File: src/rtl/alu_slice_pkg.sv
package alu_slice_pkg;

   typedef enum logic [1:0] {
      SEL_OR  = 2'b00,
      SEL_AND = 2'b01,
      SEL_SUB = 2'b10,
      SEL_ADD = 2'b11
   } alu_sel_e;

   localparam int unsigned NUM_OPS = 4;

   function automatic logic sel_is_arith(input alu_sel_e s);
      return s[1];
   endfunction

endpackage

File: src/rtl/alu_full_adder.sv
module alu_full_adder (
   input  logic a_i,
   input  logic b_i,
   input  logic c_i,
   output logic s_o,
   output logic c_o
);
   logic half_x;
   assign half_x = a_i ^ b_i;
   assign s_o    = half_x ^ c_i;
   assign c_o    = (a_i & b_i) | (half_x & c_i);
endmodule

File: src/rtl/alu_slice.sv
module alu_slice
   import alu_slice_pkg::*;
#(
   parameter int unsigned MUX_VARIANT = 0
) (
   input  logic     a_i,
   input  logic     b_i,
   input  logic     c_i,
   input  alu_sel_e sel_i,
   output logic     y_o,
   output logic     c_o
);
   logic b_eff;
   logic sum_bit;
   logic or_bit;
   logic and_bit;

   // Subtraction reuses the adder with B inverted.
   assign b_eff   = b_i ^ (sel_i == SEL_SUB);
   assign or_bit  = a_i | b_i;
   assign and_bit = a_i & b_i;

   alu_full_adder u_fa (
      .a_i (a_i),
      .b_i (b_eff),
      .c_i (c_i),
      .s_o (sum_bit),
      .c_o (c_o)
   );

   generate
      if (MUX_VARIANT == 0) begin : g_case_mux
         always_comb begin
            unique case (sel_i)
               SEL_OR:  y_o = or_bit;
               SEL_AND: y_o = and_bit;
               default: y_o = sum_bit;
            endcase
         end
      end else begin : g_andor_mux
         logic [NUM_OPS-1:0] onehot;
         logic [NUM_OPS-1:0] cand;
         always_comb begin
            onehot = '0;
            onehot[sel_i] = 1'b1;
         end
         assign cand = {sum_bit, sum_bit, and_bit, or_bit};
         assign y_o  = |(onehot & cand);
      end
   endgenerate
endmodule

File: src/rtl/alu_carry_ctrl.sv
module alu_carry_ctrl
   import alu_slice_pkg::*;
(
   input  alu_sel_e sel_i,
   input  logic     ext_cin_i,
   input  logic     msb_cout_i,
   output logic     lsb_cin_o,
   output logic     carry_o
);
   always_comb begin
      unique case (sel_i)
         SEL_SUB: lsb_cin_o = 1'b1;
         SEL_ADD: lsb_cin_o = ext_cin_i;
         default: lsb_cin_o = 1'b0;
      endcase
   end

   assign carry_o = sel_is_arith(sel_i) & msb_cout_i;
endmodule

File: src/rtl/slice_alu.sv
module slice_alu
   import alu_slice_pkg::*;
#(
   parameter int unsigned WIDTH       = 4,
   parameter int unsigned MUX_VARIANT = 0
) (
   input  logic [WIDTH-1:0] opnd_a,
   input  logic [WIDTH-1:0] opnd_b,
   input  logic             carry_in,
   input  logic [1:0]       op_sel,
   output logic [WIDTH-1:0] result,
   output logic             carry_out
);
   localparam int unsigned CHAIN_LEN = WIDTH + 1;

   generate
      if (WIDTH < 1) begin : g_bad_width
         $error("slice_alu: WIDTH must be at least 1");
      end
      if (MUX_VARIANT > 1) begin : g_bad_variant
         $error("slice_alu: MUX_VARIANT must be 0 or 1");
      end
   endgenerate

   alu_sel_e               sel;
   logic [CHAIN_LEN-1:0]   chain;

   assign sel = alu_sel_e'(op_sel);

   alu_carry_ctrl u_cctl (
      .sel_i      (sel),
      .ext_cin_i  (carry_in),
      .msb_cout_i (chain[WIDTH]),
      .lsb_cin_o  (chain[0]),
      .carry_o    (carry_out)
   );

   generate
      for (genvar i = 0; i < WIDTH; i++) begin : g_slice
         alu_slice #(.MUX_VARIANT(MUX_VARIANT)) u_slice (
            .a_i   (opnd_a[i]),
            .b_i   (opnd_b[i]),
            .c_i   (chain[i]),
            .sel_i (sel),
            .y_o   (result[i]),
            .c_o   (chain[i+1])
         );
      end
   endgenerate
endmodule

File: config.mk
export PLATFORM = sky130hd
export DESIGN_NAME = slice_alu
export DESIGN_NICKNAME = d
export VERILOG_FILES = /design/src/rtl/alu_slice_pkg.sv /design/src/rtl/alu_full_adder.sv /design/src/rtl/alu_slice.sv /design/src/rtl/alu_carry_ctrl.sv /design/src/rtl/slice_alu.sv
export SDC_FILE = /design/constraint.sdc
export NUM_CORES = 1
export LEC_CHECK = 0
export BUFFER_PORTS_ARGS = -buffer_cell sky130_fd_sc_hd__buf_2
export CAP_MARGIN = 20
export CORE_AREA = 2 2 39 41
export DETAILED_ROUTE_END_ITERATION = 8
export DIE_AREA = 0 0 41 43
export PLACE_DENSITY_LB_ADDON = 0.12
export SETUP_SLACK_MARGIN = 0.3
export SLEW_MARGIN = 5
export SYNTH_ARGS = -nofsm -noshare
export SYNTH_HDL_FRONTEND = slang
export SYNTH_SLANG_ARGS = --single-unit
File: constraint.sdc
create_clock -name vclk -period 6.3
set_input_delay 0.63 -clock vclk [all_inputs]
set_output_delay 0.63 -clock vclk [all_outputs]
set_load 0.01 [all_outputs]
== After elaboration in Yosys (flattened, before gate mapping) ==
Index checks and enable logic that the tools add are counted.
Word-level totals
  register bits after elaboration: 0
  logic and storage cells: 42
Cells by class
  eq/ne operators: 3
  mux-type cells: 5
  reduce and logical (&&, ||, !) cells: 1
  bitwise operators: 33
Operators with widths (count)
  $and A1 B1 Y1: 13
  $xor A1 B1 Y1: 12
  $pmux W1 S2: 5
  $or A1 B1 Y1: 8
  $eq A2 B2 Y1 const B: 2
  $eq A2 B1 Y1 const B: 1
  $logic_not A2 Y1: 1

== Depth between registers and ports, before layout ==
Gate-level depths: netlist of the first run.
  depth in word-level cells: 12
  depth in mapped cells: 9
  mapped depth without buffers: 7

== Hierarchy ==
A second synthesis of the first run with hierarchy kept.
Second synthesis, totals
  cell total of the unflattened synthesis: 31
  area, all modules: 267.8 µm²
By module, submodules not included
  alu_slice: instances 4, seq. area each 0.0 µm², area an instance 42.5 µm², cells an instance 6
  alu_full_adder: instances 4, seq. area each 0.0 µm², area an instance 20.0 µm², cells an instance 1
  alu_carry_ctrl: instances 1, seq. area each 0.0 µm², area an instance 17.5 µm², cells an instance 3

== Worst setup path after synthesis of the first run ==
OpenSTA, ideal clock, no wires.
  kind: input port to output port
  start point: input port op_sel[1]
  end point: output port result[3]
  stages: 9
  required time: 5.670 ns
  arrival: 2.859 ns
  slack: 2.811 ns
  cell sequence: nor2b_2 > buf_6 > xnor2_1 > fa_1 > fa_1 > fa_1 > fa_1 > mux2i_1 > buf_4
Between the ends
  longest elaborated chain between the ends: 11
  elaborated cells between the ends (all ways): 24
Ends and longest elaborated chain
  from (decl): line slice_alu.sv:10  | input logic [1:0] op_sel,
  $eq A2 B2 Y1: line alu_slice.sv:19, alu_carry_ctrl.sv:11
  $xor A1 B1 Y1: line alu_slice.sv:19  | assign b_eff = b_i ^ (sel_i == SEL_SUB);
  $xor A1 B1 Y1: line alu_full_adder.sv:9  | assign half_x = a_i ^ b_i;
  $and A1 B1 Y1: line alu_full_adder.sv:11  | assign c_o = (a_i & b_i) | (half_x & c_i);
  $or A1 B1 Y1: line alu_full_adder.sv:11
  $and A1 B1 Y1: line alu_full_adder.sv:11
  $or A1 B1 Y1: line alu_full_adder.sv:11
  $and A1 B1 Y1: line alu_full_adder.sv:11
  $or A1 B1 Y1: line alu_full_adder.sv:11
  $xor A1 B1 Y1: line alu_full_adder.sv:10  | assign s_o = half_x ^ c_i;
  $pmux W1 S2 (*): line alu_slice.sv:34  | unique case (sel_i)
  to (decl): line slice_alu.sv:11  | output logic [WIDTH-1:0] result,
Every way passes the cells marked *; elsewhere a longest branch is shown, timed or not.

== Final worst setup path of the first run ==
Same ends and word-level chain as after synthesis.

==> impl_metrics.ini, run 1 <==
[floorplan]
die-area_mm2 = 0.00176
coreArea_mm2 = 0.00138
num_rows = 14
io_pins = 16
die_x_um = 41
initial_utilization_pct = 19.7
dieHeight_um = 43

[min_path]
hold_path_class = primary input to primary output

[yosys]
ys_seq_area_share_pct = 0
yosys_warnings = 0
synth_area_leader_cell = fa_1
synth_adder_area_share_pct = 33.5
synthTopCellsByArea = fa_1 (29%), xnor2_1 (13%), buf_4 (11%)
synthSimpleGateAreaFrac_pct = 5.50
netlist_area_um2 = 273
synth_compound_area_share_pct = 19.7
synth_xor_xnor_area_share_pct = 12.8
synthCells = 34
syn_nets = 49
synth_top_family_by_area = adder cells
post_synth.cell_area_avg_um2 = 8.02
synth.distinct_cells = 13
netlist.area_leader.share_pct = 29.4
synth_mux_area_share_pct = 3.67

[global_routing]
track_usage_pct = 6.45
grt_pass1_vias = 189
grt_pass1_wl_um = 814
grt_max_degree = 8
overflow = 0
grt_antenna_before_repair = 0

[final_layout]
seq_cells = 0
syn_to_final_growth_pct = 21.6
layout-drive-gt1-share_pct = 44.4
n_clock_buffer = 0
final_common_cell = buf_2
fin_util_pct = 24.0
layout.nets = 62
most-common-layout-cells = buf_2 (16), inv_1 (5), o21ai_0 (4), xnor2_1 (4), fa_1 (4)
final-instance-count-excl-fill = 61
antenna_cells = 0
final-seq-area_um2 = 0

[setup_path]
slowest_stage = fa_1
end_kind = primary output
critPathMostFrequentCell = fa_1
path_buf_inv = 2
worst_path_largest_cell_delay_ps = 440
critPathTopFamily = adder cells
cp.arrival_ps = 3060
start_kind = primary input
path_depth = 9
critPathKind = primary input to primary output
cp-startpoint = op_sel[1]
worst-path-max-fanout = 5
crit_chain = buf_2, nor2b_2, xnor2_1, fa_1, fa_1, fa_1, fa_1, mux2i_1, buf_2
setup.worst_path.end = result[3]
critPathRequiredTime_ps = 5670

[place]
dp_hpwl_um = 482
portBuffers = 16
dpl.cell_count = 61
place.gp.congestion = 0.642

[timing]
layout_min_cycle_time_ps = 3690
setup_tns_ps = 0
setup_viol = 0
rsz0062_at_grt = false
tightest_slew_ps = 254
max_freq_mhz = 271
hold_viol = 0
slew_headroom_pct = 83.0
period_share_pct = 58.6
hold_ws_ps = 1590
slew_viol_final = 0

[clock_network]
cts_post_setup_buffers_inserted = 0
cts.repair.resized = 0
hold_buffers = 0

[job]
cap_violations = 0

[detailed_routing]
wl_um = 526
wl_met2_um = 271
firstDrtPassIters = 2
num_vias = 243
met1Wirelength_um = 227
wl_met3_um = 28
vias_per_cell = 3.98
wl_per_cell_um = 8.62
topRoutingLayerUsed = met3
ant_nets = 0
drt-initial-drc-count = 3
drc = 0

[run_status]
status = complete, no violations

[power]
total_power_mw = 0.0310
peakVddDrop_mv = 0.0284
cellLeakagePower_nw = 0.162
powerDensity_mw_per_mm2 = 93.4
==> per-stage QoR <==
step | instance area [um2] | setup WS [ps]
finish | 332 | 2610
global route | 332 | 2470
CTS | 332 | 2570
detailed placement | 332 | 2570
global placement | 332 | 2590
floorplan | 273 | 2810
==> synth_stat cells <==
master,number
xnor2_1,4
nor2b_2,1
inv_2,2
buf_6,1
o21ai_0,4
maj3_2,1
a21oi_1,3
nor2b_1,1
inv_1,5
buf_4,4
o22ai_1,3
mux2i_1,1
fa_1,4
==> where the power goes <==
part	switching (mW)	internal (mW)	leakage [nW]
combinational	0.0160	0.0150	0.162
clock	0	0	0
sequential	0	0	0
total	0.0160	0.0150	0.162
==> metal layers <==
layer / global-route usage, % / up-vias
met1: 8.44 / 107
met4: 0 / 0
met3: 0 / 0
li1: - / 128
met2: 11.9 / 8
met5: 0 / -
==> how the worst min path moves through the flow <==
stage / start / endpoint / slack (ps) / cells past startpoint
after floorplan: op_sel[1] / carry_out / 1400 / 1
after global placement: op_sel[1] / result[3] / 1580 / 3
after detailed placement: op_sel[1] / result[3] / 1600 / 3
after CTS: op_sel[1] / result[3] / 1600 / 3
after global routing: op_sel[1] / result[3] / 1630 / 3
final: op_sel[1] / result[3] / 1590 / 3
==> cell families after synthesis <==
group / after synthesis
adder cells (fa/ha/maj): 5
AND/OR/NAND/NOR: 2
multiplexers: 1
buffers and inverters: 12
XOR/XNOR: 4
AO/OA/AOI/OAI: 10
==> final cells by class <==
type / count / area [um2]
well taps: 16 / 20.0
repair buffers: 16 / 80.1
inverters: 7 / 26.3
multi-input cells: 22 / 205
fillers: 163 / 1050
Note: power is estimated with default switching activity, not from simulation.
==> inputs of run 2 (changes only) <==
- clock period: 6.3 -> 3 ns (I/O delays scaled with it)
==> run 2 against run 1 <==
Sequential cell count unchanged. Setup slack worse by 2300 ps. Die area unchanged. First-iteration DRC count down 100%. Cell count up 3.3%. Critical endpoint unchanged.
==> impl_metrics.ini, run 2 (same netlist as run 1, synthesis figures left out) <==
[final_layout]
final-seq-area_um2 = 0
seq_cells = 0
n_clock_buffer = 0
antenna_cells = 0
fin_util_pct = 26.9
layout-drive-gt1-share_pct = 57.4
final_common_cell = buf_2
fill_cells = 152
syn_to_final_growth_pct = 36.2
layout.nets = 64
most-common-layout-cells = buf_2 (16), inv_1 (5), o21ai_0 (4), fa_2 (4)

[floorplan]
dieHeight_um = 43
io_pins = 16
die_x_um = 41
initial_utilization_pct = 19.7
die-area_mm2 = 0.00176
num_rows = 14
coreArea_mm2 = 0.00138

[global_routing]
grt_pass1_wl_um = 772
overflow = 0
grt_max_degree = 8
grt_pass1_vias = 207
track_usage_pct = 6.03
grt_antenna_before_repair = 0

[setup_path]
critPathRequiredTime_ps = 2700
worst_path_largest_cell_delay_ps = 520
slowest_stage = fa_2
cp.arrival_ps = 2430
worst-path-max-fanout = 2
start_kind = primary input
critPathMostFrequentCell = fa_2
critPathKind = primary input to primary output
crit_chain = buf_2, nor2b_4, xnor2_2, fa_2, fa_2, fa_2, fa_2, mux2i_1, buf_2
path_buf_inv = 2
end_kind = primary output
critPathTopFamily = adder cells

[detailed_routing]
ant_nets = 0
drc = 0
firstDrtPassIters = 1
wl_um = 531
drt-initial-drc-count = 0
vias_per_cell = 3.97
wl_per_cell_um = 8.43
num_vias = 250

[power]
peakVddDrop_mv = 0.0519
power.switching_mw = 0.0352
cellLeakagePower_nw = 0.179
seqPwrFrac_pct = 0
p_int_mw = 0.0358
pwr-share-clk_pct = 0
p_sw_share_pct = 49.5
powerDensity_mw_per_mm2 = 191
power_frac_comb_pct = 100.0

[timing]
tightest_slew_ps = 218
slew_viol_final = 0
rsz0062_at_grt = true
period_share_pct = 91.0
setup_viol = 0
hold_viol = 0
setup_tns_ps = 0
layout_min_cycle_time_ps = 2730
max_freq_mhz = 366
slew_headroom_pct = 85.3

[run_status]
status = complete, no violations

[job]
cap_violations = 0

[min_path]
hold_path_class = primary input to primary output

[place]
dp_hpwl_um = 467
place.gp.congestion = 0.591
portBuffers = 16
## run 2: cell types whose count changed in the layout (fill, tap and decap cells not counted), sizes merged
cell,change
buf,+2
## run 2: metal layers
metal / track usage (%) / part of all wire, %
met1: 9.03 / 45
met3: 0 / 6.4
met5: 0 / 0
met4: 0 / 0
met2: 10.0 / 48
## run 2: timing repair
action                                 4_1_cts  5_1_grt
hold buffers                                 0        0
setup buffers                                1        0
gates resized for setup                      1        3
endpoints found under the hold margin        0        0
setup endpoints to repair                    2        2
## run 2: final cells by class
type	instances	area, um2	share of cell area [%]
multi-input combinational	22	228	61.3
timing repair buffer	18	95.1	25.6
inverter	7	28.8	7.74
tap	16	20.0	5.39
## run 2: power groups by stage
stage / sequential [mW] / combinational [mW] / clock, mW
6_report: 0 / 0.0710 / 0
3_5_place_dp: 0 / 0.0697 / 0
5_1_grt: 0 / 0.0815 / 0
4_1_cts: 0 / 0.0718 / 0
2_1_floorplan: 0 / 0.0564 / 0
3_3_place_gp: 0 / 0.0702 / 0
## run 2: worst paths after layout
path	start	to	slack, ps	depth (start not counted)
worst min-delay path	opnd_b[1]	result[1]	990	4
worst max-delay path	op_sel[1]	result[3]	270	9
## run 2: stage by stage
step           instance area (um2)  hold slack [ps]  worst slack [ps]  std cells  total power [mW]
5_1_grt                        372             1030               200         63            0.0815
4_1_cts                        359              991               253         63            0.0718
2_1_floorplan                  280              737               294         34            0.0564
3_5_place_dp                   347              989              84.6         62            0.0697
6_report                       372              988               269         63            0.0710
3_3_place_gp                   347              988               102         62            0.0702
